--- src/rtl/irq_hub_pkg.sv ---
package irq_hub_pkg;
  localparam int OFS_CTRL     = 0;
  localparam int OFS_LEVEL    = 1;
  localparam int OFS_EN_NUM   = 2;
  localparam int OFS_DIS_NUM  = 3;
  localparam int OFS_EN_HI    = 4;
  localparam int OFS_EN_LO    = 5;
  localparam int OFS_TYP_HI   = 6;
  localparam int OFS_TYP_LO   = 7;
  localparam int OFS_PRI_BASE = 8;
  localparam int OFS_RAW_HI   = 18;
  localparam int OFS_RAW_LO   = 19;
  localparam int OFS_FRC_HI   = 20;
  localparam int OFS_FRC_LO   = 21;
  localparam int OFS_NPND_HI  = 22;
  localparam int OFS_NPND_LO  = 23;
  localparam int OFS_FPND_HI  = 24;
  localparam int OFS_FPND_LO  = 25;
  localparam int OFS_LAST     = 25;

  localparam logic [31:0] CTRL_KEEP = 32'h017C_0000;
endpackage

--- src/rtl/irq_hub_cfg.sv ---
module irq_hub_cfg
  import irq_hub_pkg::*;
#(
  parameter int DATA_W = 32,
  parameter int PRIO_W = 4,
  parameter int LVL_W  = 5,
  parameter int ADDR_W = 6
) (
  input  logic                        clk,
  input  logic                        rst,
  input  logic                        wr,
  input  logic [ADDR_W-1:0]           addr,
  input  logic [DATA_W-1:0]           wdata,
  output logic [DATA_W-1:0]           ctrl_q,
  output logic [LVL_W-1:0]            lvl_q,
  output logic [2*DATA_W-1:0]         en_q,
  output logic [2*DATA_W-1:0]         typ_q,
  output logic [(2*DATA_W/(DATA_W/PRIO_W))-1:0][DATA_W-1:0] pri_q
);
  localparam int SRC_N    = 2 * DATA_W;
  localparam int SEL_W    = $clog2(SRC_N);
  localparam int PPW      = DATA_W / PRIO_W;
  localparam int PWORDS   = SRC_N / PPW;
  localparam int PW_SEL   = (PWORDS > 1) ? $clog2(PWORDS) : 1;
  localparam int PRI_LAST = OFS_PRI_BASE + PWORDS - 1;

  logic [SEL_W-1:0]  num;
  logic              in_pri;
  logic [ADDR_W-1:0] pdiff;
  logic [PW_SEL-1:0] psel;

  assign num    = wdata[SEL_W-1:0];
  assign in_pri = (addr >= ADDR_W'(OFS_PRI_BASE)) && (addr <= ADDR_W'(PRI_LAST));
  assign pdiff  = ADDR_W'(PRI_LAST) - addr;
  assign psel   = pdiff[PW_SEL-1:0];

  always_ff @(posedge clk) begin
    if (rst) begin
      ctrl_q <= '0;
      lvl_q  <= '1;
    end else if (wr && addr == ADDR_W'(OFS_CTRL)) begin
      ctrl_q <= wdata & CTRL_KEEP[DATA_W-1:0];
    end else if (wr && addr == ADDR_W'(OFS_LEVEL)) begin
      lvl_q <= wdata[LVL_W-1:0];
    end
  end

  always_ff @(posedge clk) begin
    if (rst) begin
      en_q <= '0;
    end else if (wr) begin
      if (addr == ADDR_W'(OFS_EN_NUM))       en_q[num] <= 1'b1;
      else if (addr == ADDR_W'(OFS_DIS_NUM)) en_q[num] <= 1'b0;
      else if (addr == ADDR_W'(OFS_EN_HI))   en_q[SRC_N-1:DATA_W] <= wdata;
      else if (addr == ADDR_W'(OFS_EN_LO))   en_q[DATA_W-1:0] <= wdata;
    end
  end

  always_ff @(posedge clk) begin
    if (rst) begin
      typ_q <= '0;
    end else if (wr && addr == ADDR_W'(OFS_TYP_HI)) begin
      typ_q[SRC_N-1:DATA_W] <= wdata;
    end else if (wr && addr == ADDR_W'(OFS_TYP_LO)) begin
      typ_q[DATA_W-1:0] <= wdata;
    end
  end

  generate
    for (genvar w = 0; w < PWORDS; w++) begin : g_pri
      always_ff @(posedge clk) begin
        if (rst) pri_q[w] <= '0;
        else if (wr && in_pri && psel == PW_SEL'(w)) pri_q[w] <= wdata;
      end
    end
  endgenerate

  AST_EN_NUM_SET: assert property (@(posedge clk) disable iff (rst)
    (wr && addr == ADDR_W'(OFS_EN_NUM)) |=> en_q[$past(num)]);
  AST_EN_NUM_CLR: assert property (@(posedge clk) disable iff (rst)
    (wr && addr == ADDR_W'(OFS_DIS_NUM)) |=> !en_q[$past(num)]);
  AST_LVL_HOLD: assert property (@(posedge clk) disable iff (rst)
    !(wr && addr == ADDR_W'(OFS_LEVEL)) |=> $stable(lvl_q));
endmodule

--- src/rtl/irq_hub_pend.sv ---
module irq_hub_pend #(
  parameter int DATA_W = 32
) (
  input  logic                clk,
  input  logic                rst,
  input  logic [2*DATA_W-1:0] src,
  input  logic                frc_hi,
  input  logic                frc_lo,
  input  logic [DATA_W-1:0]   wdata,
  output logic [2*DATA_W-1:0] pend_q
);
  localparam int SRC_N = 2 * DATA_W;

  logic [SRC_N-1:0] src_q;
  logic [SRC_N-1:0] delta;
  logic [SRC_N-1:0] base;
  logic [SRC_N-1:0] pend_d;

  assign delta = src ^ src_q;

  always_comb begin
    base = pend_q;
    if (frc_hi) base[SRC_N-1:DATA_W] = wdata;
    if (frc_lo) base[DATA_W-1:0]     = wdata;
    pend_d = (base & ~delta) | (src & delta);
  end

  always_ff @(posedge clk) begin
    if (rst) begin
      src_q  <= '0;
      pend_q <= '0;
    end else begin
      src_q  <= src;
      pend_q <= pend_d;
    end
  end

  AST_LINE_EDGE_COPY: assert property (@(posedge clk) disable iff (rst)
    (src != src_q) |=> ((pend_q & $past(delta)) == ($past(src) & $past(delta))));
  AST_QUIET_HOLD: assert property (@(posedge clk) disable iff (rst)
    (src == src_q && !frc_hi && !frc_lo) |=> $stable(pend_q));
endmodule

--- src/rtl/irq_hub_gate.sv ---
module irq_hub_gate #(
  parameter int SRC_N  = 64,
  parameter int PRIO_W = 4,
  parameter int LVL_W  = 5
) (
  input  logic                    clk,
  input  logic                    rst,
  input  logic [SRC_N-1:0]        pend,
  input  logic [SRC_N-1:0]        en,
  input  logic [SRC_N-1:0]        typ,
  input  logic [SRC_N*PRIO_W-1:0] pri_flat,
  input  logic [LVL_W-1:0]        lvl,
  output logic                    nirq_q,
  output logic                    firq_q
);
  localparam int PRI_MAX = (1 << PRIO_W) - 1;

  logic [SRC_N-1:0] nrm;
  logic [SRC_N-1:0] fst;
  logic [SRC_N-1:0] hit;
  logic             open_lvl;

  assign nrm      = pend & en & ~typ;
  assign fst      = pend & en & typ;
  assign open_lvl = &lvl;

  generate
    for (genvar i = 0; i < SRC_N; i++) begin : g_cmp
      assign hit[i] = nrm[i] && (LVL_W'(pri_flat[i*PRIO_W +: PRIO_W]) > lvl);
    end
  endgenerate

  always_ff @(posedge clk) begin
    if (rst) begin
      nirq_q <= 1'b0;
      firq_q <= 1'b0;
    end else begin
      nirq_q <= open_lvl ? (|nrm) : (|hit);
      firq_q <= |fst;
    end
  end

  AST_FIRQ_IDLE: assert property (@(posedge clk) disable iff (rst)
    (fst == '0) |=> !firq_q);
  AST_LVL_BLOCKS: assert property (@(posedge clk) disable iff (rst)
    (lvl > LVL_W'(PRI_MAX) && !open_lvl) |=> !nirq_q);
  AST_OPEN_PASS: assert property (@(posedge clk) disable iff (rst)
    (open_lvl && nrm != '0) |=> nirq_q);
endmodule

--- src/rtl/irq_hub.sv ---
module irq_hub
  import irq_hub_pkg::*;
#(
  parameter int DATA_W = 32,
  parameter int PRIO_W = 4,
  parameter int LVL_W  = 5,
  parameter int ADDR_W = 6
) (
  input  logic                clk,
  input  logic                rst,
  input  logic [ADDR_W-1:0]   bus_addr,
  input  logic                bus_wr,
  input  logic [DATA_W-1:0]   bus_wdata,
  input  logic                bus_rd,
  output logic [DATA_W-1:0]   bus_rdata,
  input  logic [2*DATA_W-1:0] src_lines,
  output logic                nirq_out,
  output logic                firq_out
);
  localparam int SRC_N    = 2 * DATA_W;
  localparam int PPW      = DATA_W / PRIO_W;
  localparam int PWORDS   = SRC_N / PPW;
  localparam int PW_SEL   = (PWORDS > 1) ? $clog2(PWORDS) : 1;
  localparam int PRI_LAST = OFS_PRI_BASE + PWORDS - 1;

  logic [DATA_W-1:0]              ctrl_q;
  logic [LVL_W-1:0]               lvl_q;
  logic [SRC_N-1:0]               en_q;
  logic [SRC_N-1:0]               typ_q;
  logic [PWORDS-1:0][DATA_W-1:0]  pri_q;
  logic [SRC_N-1:0]               pend_q;
  logic [SRC_N-1:0]               npnd;
  logic [SRC_N-1:0]               fpnd;
  logic                           frc_hi;
  logic                           frc_lo;
  logic [DATA_W-1:0]              rd_d;
  logic [ADDR_W-1:0]              pdiff;
  logic [PW_SEL-1:0]              psel;

  assign frc_hi = bus_wr && bus_addr == ADDR_W'(OFS_FRC_HI);
  assign frc_lo = bus_wr && bus_addr == ADDR_W'(OFS_FRC_LO);
  assign npnd   = pend_q & en_q & ~typ_q;
  assign fpnd   = pend_q & en_q & typ_q;
  assign pdiff  = ADDR_W'(PRI_LAST) - bus_addr;
  assign psel   = pdiff[PW_SEL-1:0];

  irq_hub_cfg #(
    .DATA_W(DATA_W), .PRIO_W(PRIO_W), .LVL_W(LVL_W), .ADDR_W(ADDR_W)
  ) u_cfg (
    .clk(clk), .rst(rst), .wr(bus_wr), .addr(bus_addr), .wdata(bus_wdata),
    .ctrl_q(ctrl_q), .lvl_q(lvl_q), .en_q(en_q), .typ_q(typ_q), .pri_q(pri_q)
  );

  irq_hub_pend #(.DATA_W(DATA_W)) u_pend (
    .clk(clk), .rst(rst), .src(src_lines), .frc_hi(frc_hi), .frc_lo(frc_lo),
    .wdata(bus_wdata), .pend_q(pend_q)
  );

  irq_hub_gate #(.SRC_N(SRC_N), .PRIO_W(PRIO_W), .LVL_W(LVL_W)) u_gate (
    .clk(clk), .rst(rst), .pend(pend_q), .en(en_q), .typ(typ_q),
    .pri_flat(pri_q), .lvl(lvl_q), .nirq_q(nirq_out), .firq_q(firq_out)
  );

  always_comb begin
    rd_d = '0;
    if (bus_addr >= ADDR_W'(OFS_PRI_BASE) && bus_addr <= ADDR_W'(PRI_LAST)) begin
      rd_d = pri_q[psel];
    end else begin
      case (int'(bus_addr))
        OFS_CTRL:    rd_d = ctrl_q;
        OFS_LEVEL:   rd_d = DATA_W'(lvl_q);
        OFS_EN_HI:   rd_d = en_q[SRC_N-1:DATA_W];
        OFS_EN_LO:   rd_d = en_q[DATA_W-1:0];
        OFS_TYP_HI:  rd_d = typ_q[SRC_N-1:DATA_W];
        OFS_TYP_LO:  rd_d = typ_q[DATA_W-1:0];
        OFS_RAW_HI:  rd_d = pend_q[SRC_N-1:DATA_W];
        OFS_RAW_LO:  rd_d = pend_q[DATA_W-1:0];
        OFS_NPND_HI: rd_d = npnd[SRC_N-1:DATA_W];
        OFS_NPND_LO: rd_d = npnd[DATA_W-1:0];
        OFS_FPND_HI: rd_d = fpnd[SRC_N-1:DATA_W];
        OFS_FPND_LO: rd_d = fpnd[DATA_W-1:0];
        default:     rd_d = '0;
      endcase
    end
  end

  always_ff @(posedge clk) begin
    if (rst) bus_rdata <= '0;
    else if (bus_rd) bus_rdata <= rd_d;
  end

  AST_UNMAPPED_ZERO: assert property (@(posedge clk) disable iff (rst)
    (bus_rd && bus_addr > ADDR_W'(OFS_LAST)) |=> (bus_rdata == '0));
  AST_RDATA_HOLD: assert property (@(posedge clk) disable iff (rst)
    !bus_rd |=> $stable(bus_rdata));
endmodule

--- config.mk ---
export PLATFORM = sky130hd
export DESIGN_NAME = irq_hub
export DESIGN_NICKNAME = d
export VERILOG_FILES = /design/src/rtl/irq_hub_pkg.sv /design/src/rtl/irq_hub_cfg.sv /design/src/rtl/irq_hub_pend.sv /design/src/rtl/irq_hub_gate.sv /design/src/rtl/irq_hub.sv
export SDC_FILE = /design/constraint.sdc
export NUM_CORES = 2
export LEC_CHECK = 0
export BUFFER_PORTS_ARGS = -buffer_cell sky130_fd_sc_hd__buf_2
export CORE_UTILIZATION = 57
export CTS_CLUSTER_DIAMETER = 200
export DETAILED_ROUTE_END_ITERATION = 10
export PLACE_DENSITY = 0.78
export SLEW_MARGIN = 25
export SYNTH_ARGS = -nofsm -noshare
export SYNTH_HDL_FRONTEND = slang
export SYNTH_SLANG_ARGS = --single-unit
export TNS_END_PERCENT = 100
--- constraint.sdc ---
create_clock -name clk -period 3.15 [get_ports clk]
set_input_delay 0.315 -clock clk [delete_from_list [all_inputs] [get_ports clk]]
set_output_delay 0.315 -clock clk [all_outputs]
set_load 0.03 [all_outputs]
==> impl_metrics.yaml <==
synthesis:
  synth_top_area_share_pct: 34.48
  synth_cells: 4117
  yosys-top-cells-count: "838 x nand2_1, 557 x dfxtp_1, 528 x a21oi_1"
  syn_avg_cell_area_um2: 7.856
  netlist_area_mm2: 0.03234
  syn-num-nets: 4479
  async_reset_ff_share_pct: 0
  ys.flop_type: "dfxtp_1"
  yosysSeqAreaShare_pct: 34.48
  synth_warnings: 0
  yosysMostFrequentCell: "nand2_1"
  ys_ff_latch: 557
  synth_area_leader_cell: "dfxtp_1"
  synth-edff-count: 0
  synth_cell_types: 76
  synth.area.top_cells: "dfxtp_1 34%, ha_1 9.9%, nand2_1 9.7%"
clock_network:
  clock_latency_ns: 0.66
  max-clock-path-buffers: 3
  cts_buffers: 58
  clock-sinks: 557
  postCtsSetupBuffers: 0
  clk_pin_slew_ns: 0.06
  tritoncts: "built"
  root_buffer: "clkbuf_16"
  cts-htree-levels: 2
floorplan:
  pin_count: 140
  fp-row-count: 86
  initial_core_util_pct: 58.14
  dieArea_mm2: 0.05770
  core-area_mm2: 0.05563
  die_width_um: 240.2
  die_h_um: 240.2
power_and_ir_drop:
  cellPowerDensity_mw_per_mm2: 440.5
  p_leak_nw: 14.57
  ir_drop_mv: 0.4992
drt:
  avgRoutedWirePerCell_um: 27.65
  route.final.wire_length_mm: 138.4
  ant_nets: 0
  drcViolationCount: 0
  vias_per_cell: 6.765
  drt_iter0_drc: 5240
  drtPass1Iterations: 7
  routed-via-count: 33850
global_route:
  grt_max_degree: 100
  grt_pass1_wl_mm: 201.0
  grt_antenna_before_repair: 6
  grtUsageTotal_pct: 47.23
  grt_pass1_vias: 31080
  overflow: 0
setup_path:
  cp_top_family: "compound AO/OA/AOI/OAI gates"
  slowest_delay_ns: 0.45
  cp_slowest_cell: "dfxtp_1"
  crit_top_cell: "buf_4"
  arrival_ns: 3.49
  startpoint_type: "register"
  end_kind: "register"
  critPathBufInv: 3
  cp.required_ns: 3.67
  critical_path_class: "reg -> reg"
  path_cells: "clkinvlp_4, buf_4, ha_1, nor2b_1, o211ai_1, a21oi_1, a2111oi_4, buf_4, nand4_1, o41ai_1, a41oi_1"
  path_max_fanout: 21
finish:
  syn2layout_area_growth_pct: 13.65
  nNetsFinal: 4568
  post-route-cell-area_mm2: 0.03676
  drive_gt1_share_pct: 11.40
placement:
  portBuffers: 139
  gp_congestion: 1.084
  post-place-ws_ns: -0.2433
  dpl_cell_area_mm2: 0.03406
  hpwl_mm: 95.40
timing:
  fin_skew_ns: 0.01192
  max_slew_margin_pct: 25.55
  hold_viol_final: 0
  worst_slew_pin_slew_ns: 1.117
  fin_crit_ns: 2.966
  setup-violations-final: 0
  clock.fmax_mhz: 337.1
  slew_violations: 0
  timing.final.ws_setup_ns: 0.1836
  period_share_pct: 94.17
run_status:
  outcome: "complete, no violations"
job:
  maxCapViolCount: 0
worst_hold_path:
  min-delay-path-class: "in -> reg"
-- layer usage --
metal | global-route usage [%] | part of all wire (%)
met5 | 0 | 0.034
met4 | 33.91 | 8.4
met3 | 13.33 | 13
met2 | 70.17 | 42
met1 | 58.62 | 36
-- logic make-up after synthesis --
| logic type | share of synthesized area, % |
|---|---|
| mux | 7.764 |
| simple gates | 21.16 |
| compound gates | 19.14 |
| buf+inv | 5.571 |
| flops | 34.48 |
| fa+ha+maj | 11.88 |
-- report_power, final --
| group | total (mW) | switching (mW) | leakage, nW | internal, mW |
|---|---|---|---|---|
| registers | 7.39 | 0.193 | 4.53 | 7.20 |
| clock network | 7.48 | 3.13 | 0.983 | 4.35 |
| logic | 1.32 | 0.865 | 9.06 | 0.454 |
| total | 16.2 | 4.19 | 14.6 | 12.0 |
-- through the flow --
step | util [%] | hold slack (ns) | TNS [ns] | instances | power (mW)
floorplan | - | 0.4360 | 0 | 4117 | 8.186
global placement | 61.22 | 0.4442 | -0.2434 | 4830 | 8.699
detailed placement | 61.22 | 0.4487 | -0.2433 | 4830 | 8.719
CTS | 66.03 | 0.09430 | 0 | 5002 | 16.06
global route | 66.07 | 0.1040 | -0.01236 | 5002 | 16.49
finish | 66.07 | 0.1107 | 0 | 5004 | 16.19
-- path summary, 6_finish.rpt --
path | from | end | slack, ns | cells after the start
worst max-delay path | u_cfg.lvl_q[1] | u_gate.nirq_q | 0.18 | 11
worst min-delay path | bus_wdata[16] | u_cfg.pri_q[176] | 0.11 | 3
worst max register to register | u_cfg.lvl_q[1] | u_gate.nirq_q | 0.18 | 11
worst min register to register | u_cfg.ctrl_q[21] | u_cfg.ctrl_q[21] | 0.46 | 2
-- cell type report --
| type | instances | area (um^2) |
|---|---|---|
| flip-flops and latches | 557 | 11150 |
| clock inverters | 25 | 352.8 |
| fillers | 4680 | 18870 |
| multi-input cells | 3101 | 19490 |
| repair buffers | 327 | 2536 |
| inverters | 161 | 611.8 |
| well taps | 748 | 935.9 |
| diodes | 2 | 5.005 |
| clock buffers | 83 | 1677 |
-- tightest hold or removal path: stages --
cell	delay, ns
buf_2	0.23
nand2_1	0.10
a21oi_1	0.06
-- placed cells by master (no fill, tap or decap), drive strengths merged, types with 17 or more instances in the layout --
master and n:
ha 256, nand2 838, nor4 18, dlygate4sd3 64
a21oi 529, o21ai 229, mux4 64, buf 263
a221oi 48, nor2b 40, nor3 82, a22oi 28
a31oi 44, mux2i 90, and3 18, nand4 59
maj3 64, nor2 308, a211oi 22, nand2b 17
o211ai 33, clkbuf 83, dfxtp 557, nand3b 20
inv 160, nand3 92
-- what timing repair did --
action | CTS | global route
pin swaps | 0 | 2
hold endpoints to repair | 64 | 0
endpoints found under the setup margin | 1 | 1
resized for setup | 2 | 4
hold buffers | 64 | 0
(Power assumes the default switching activity.)
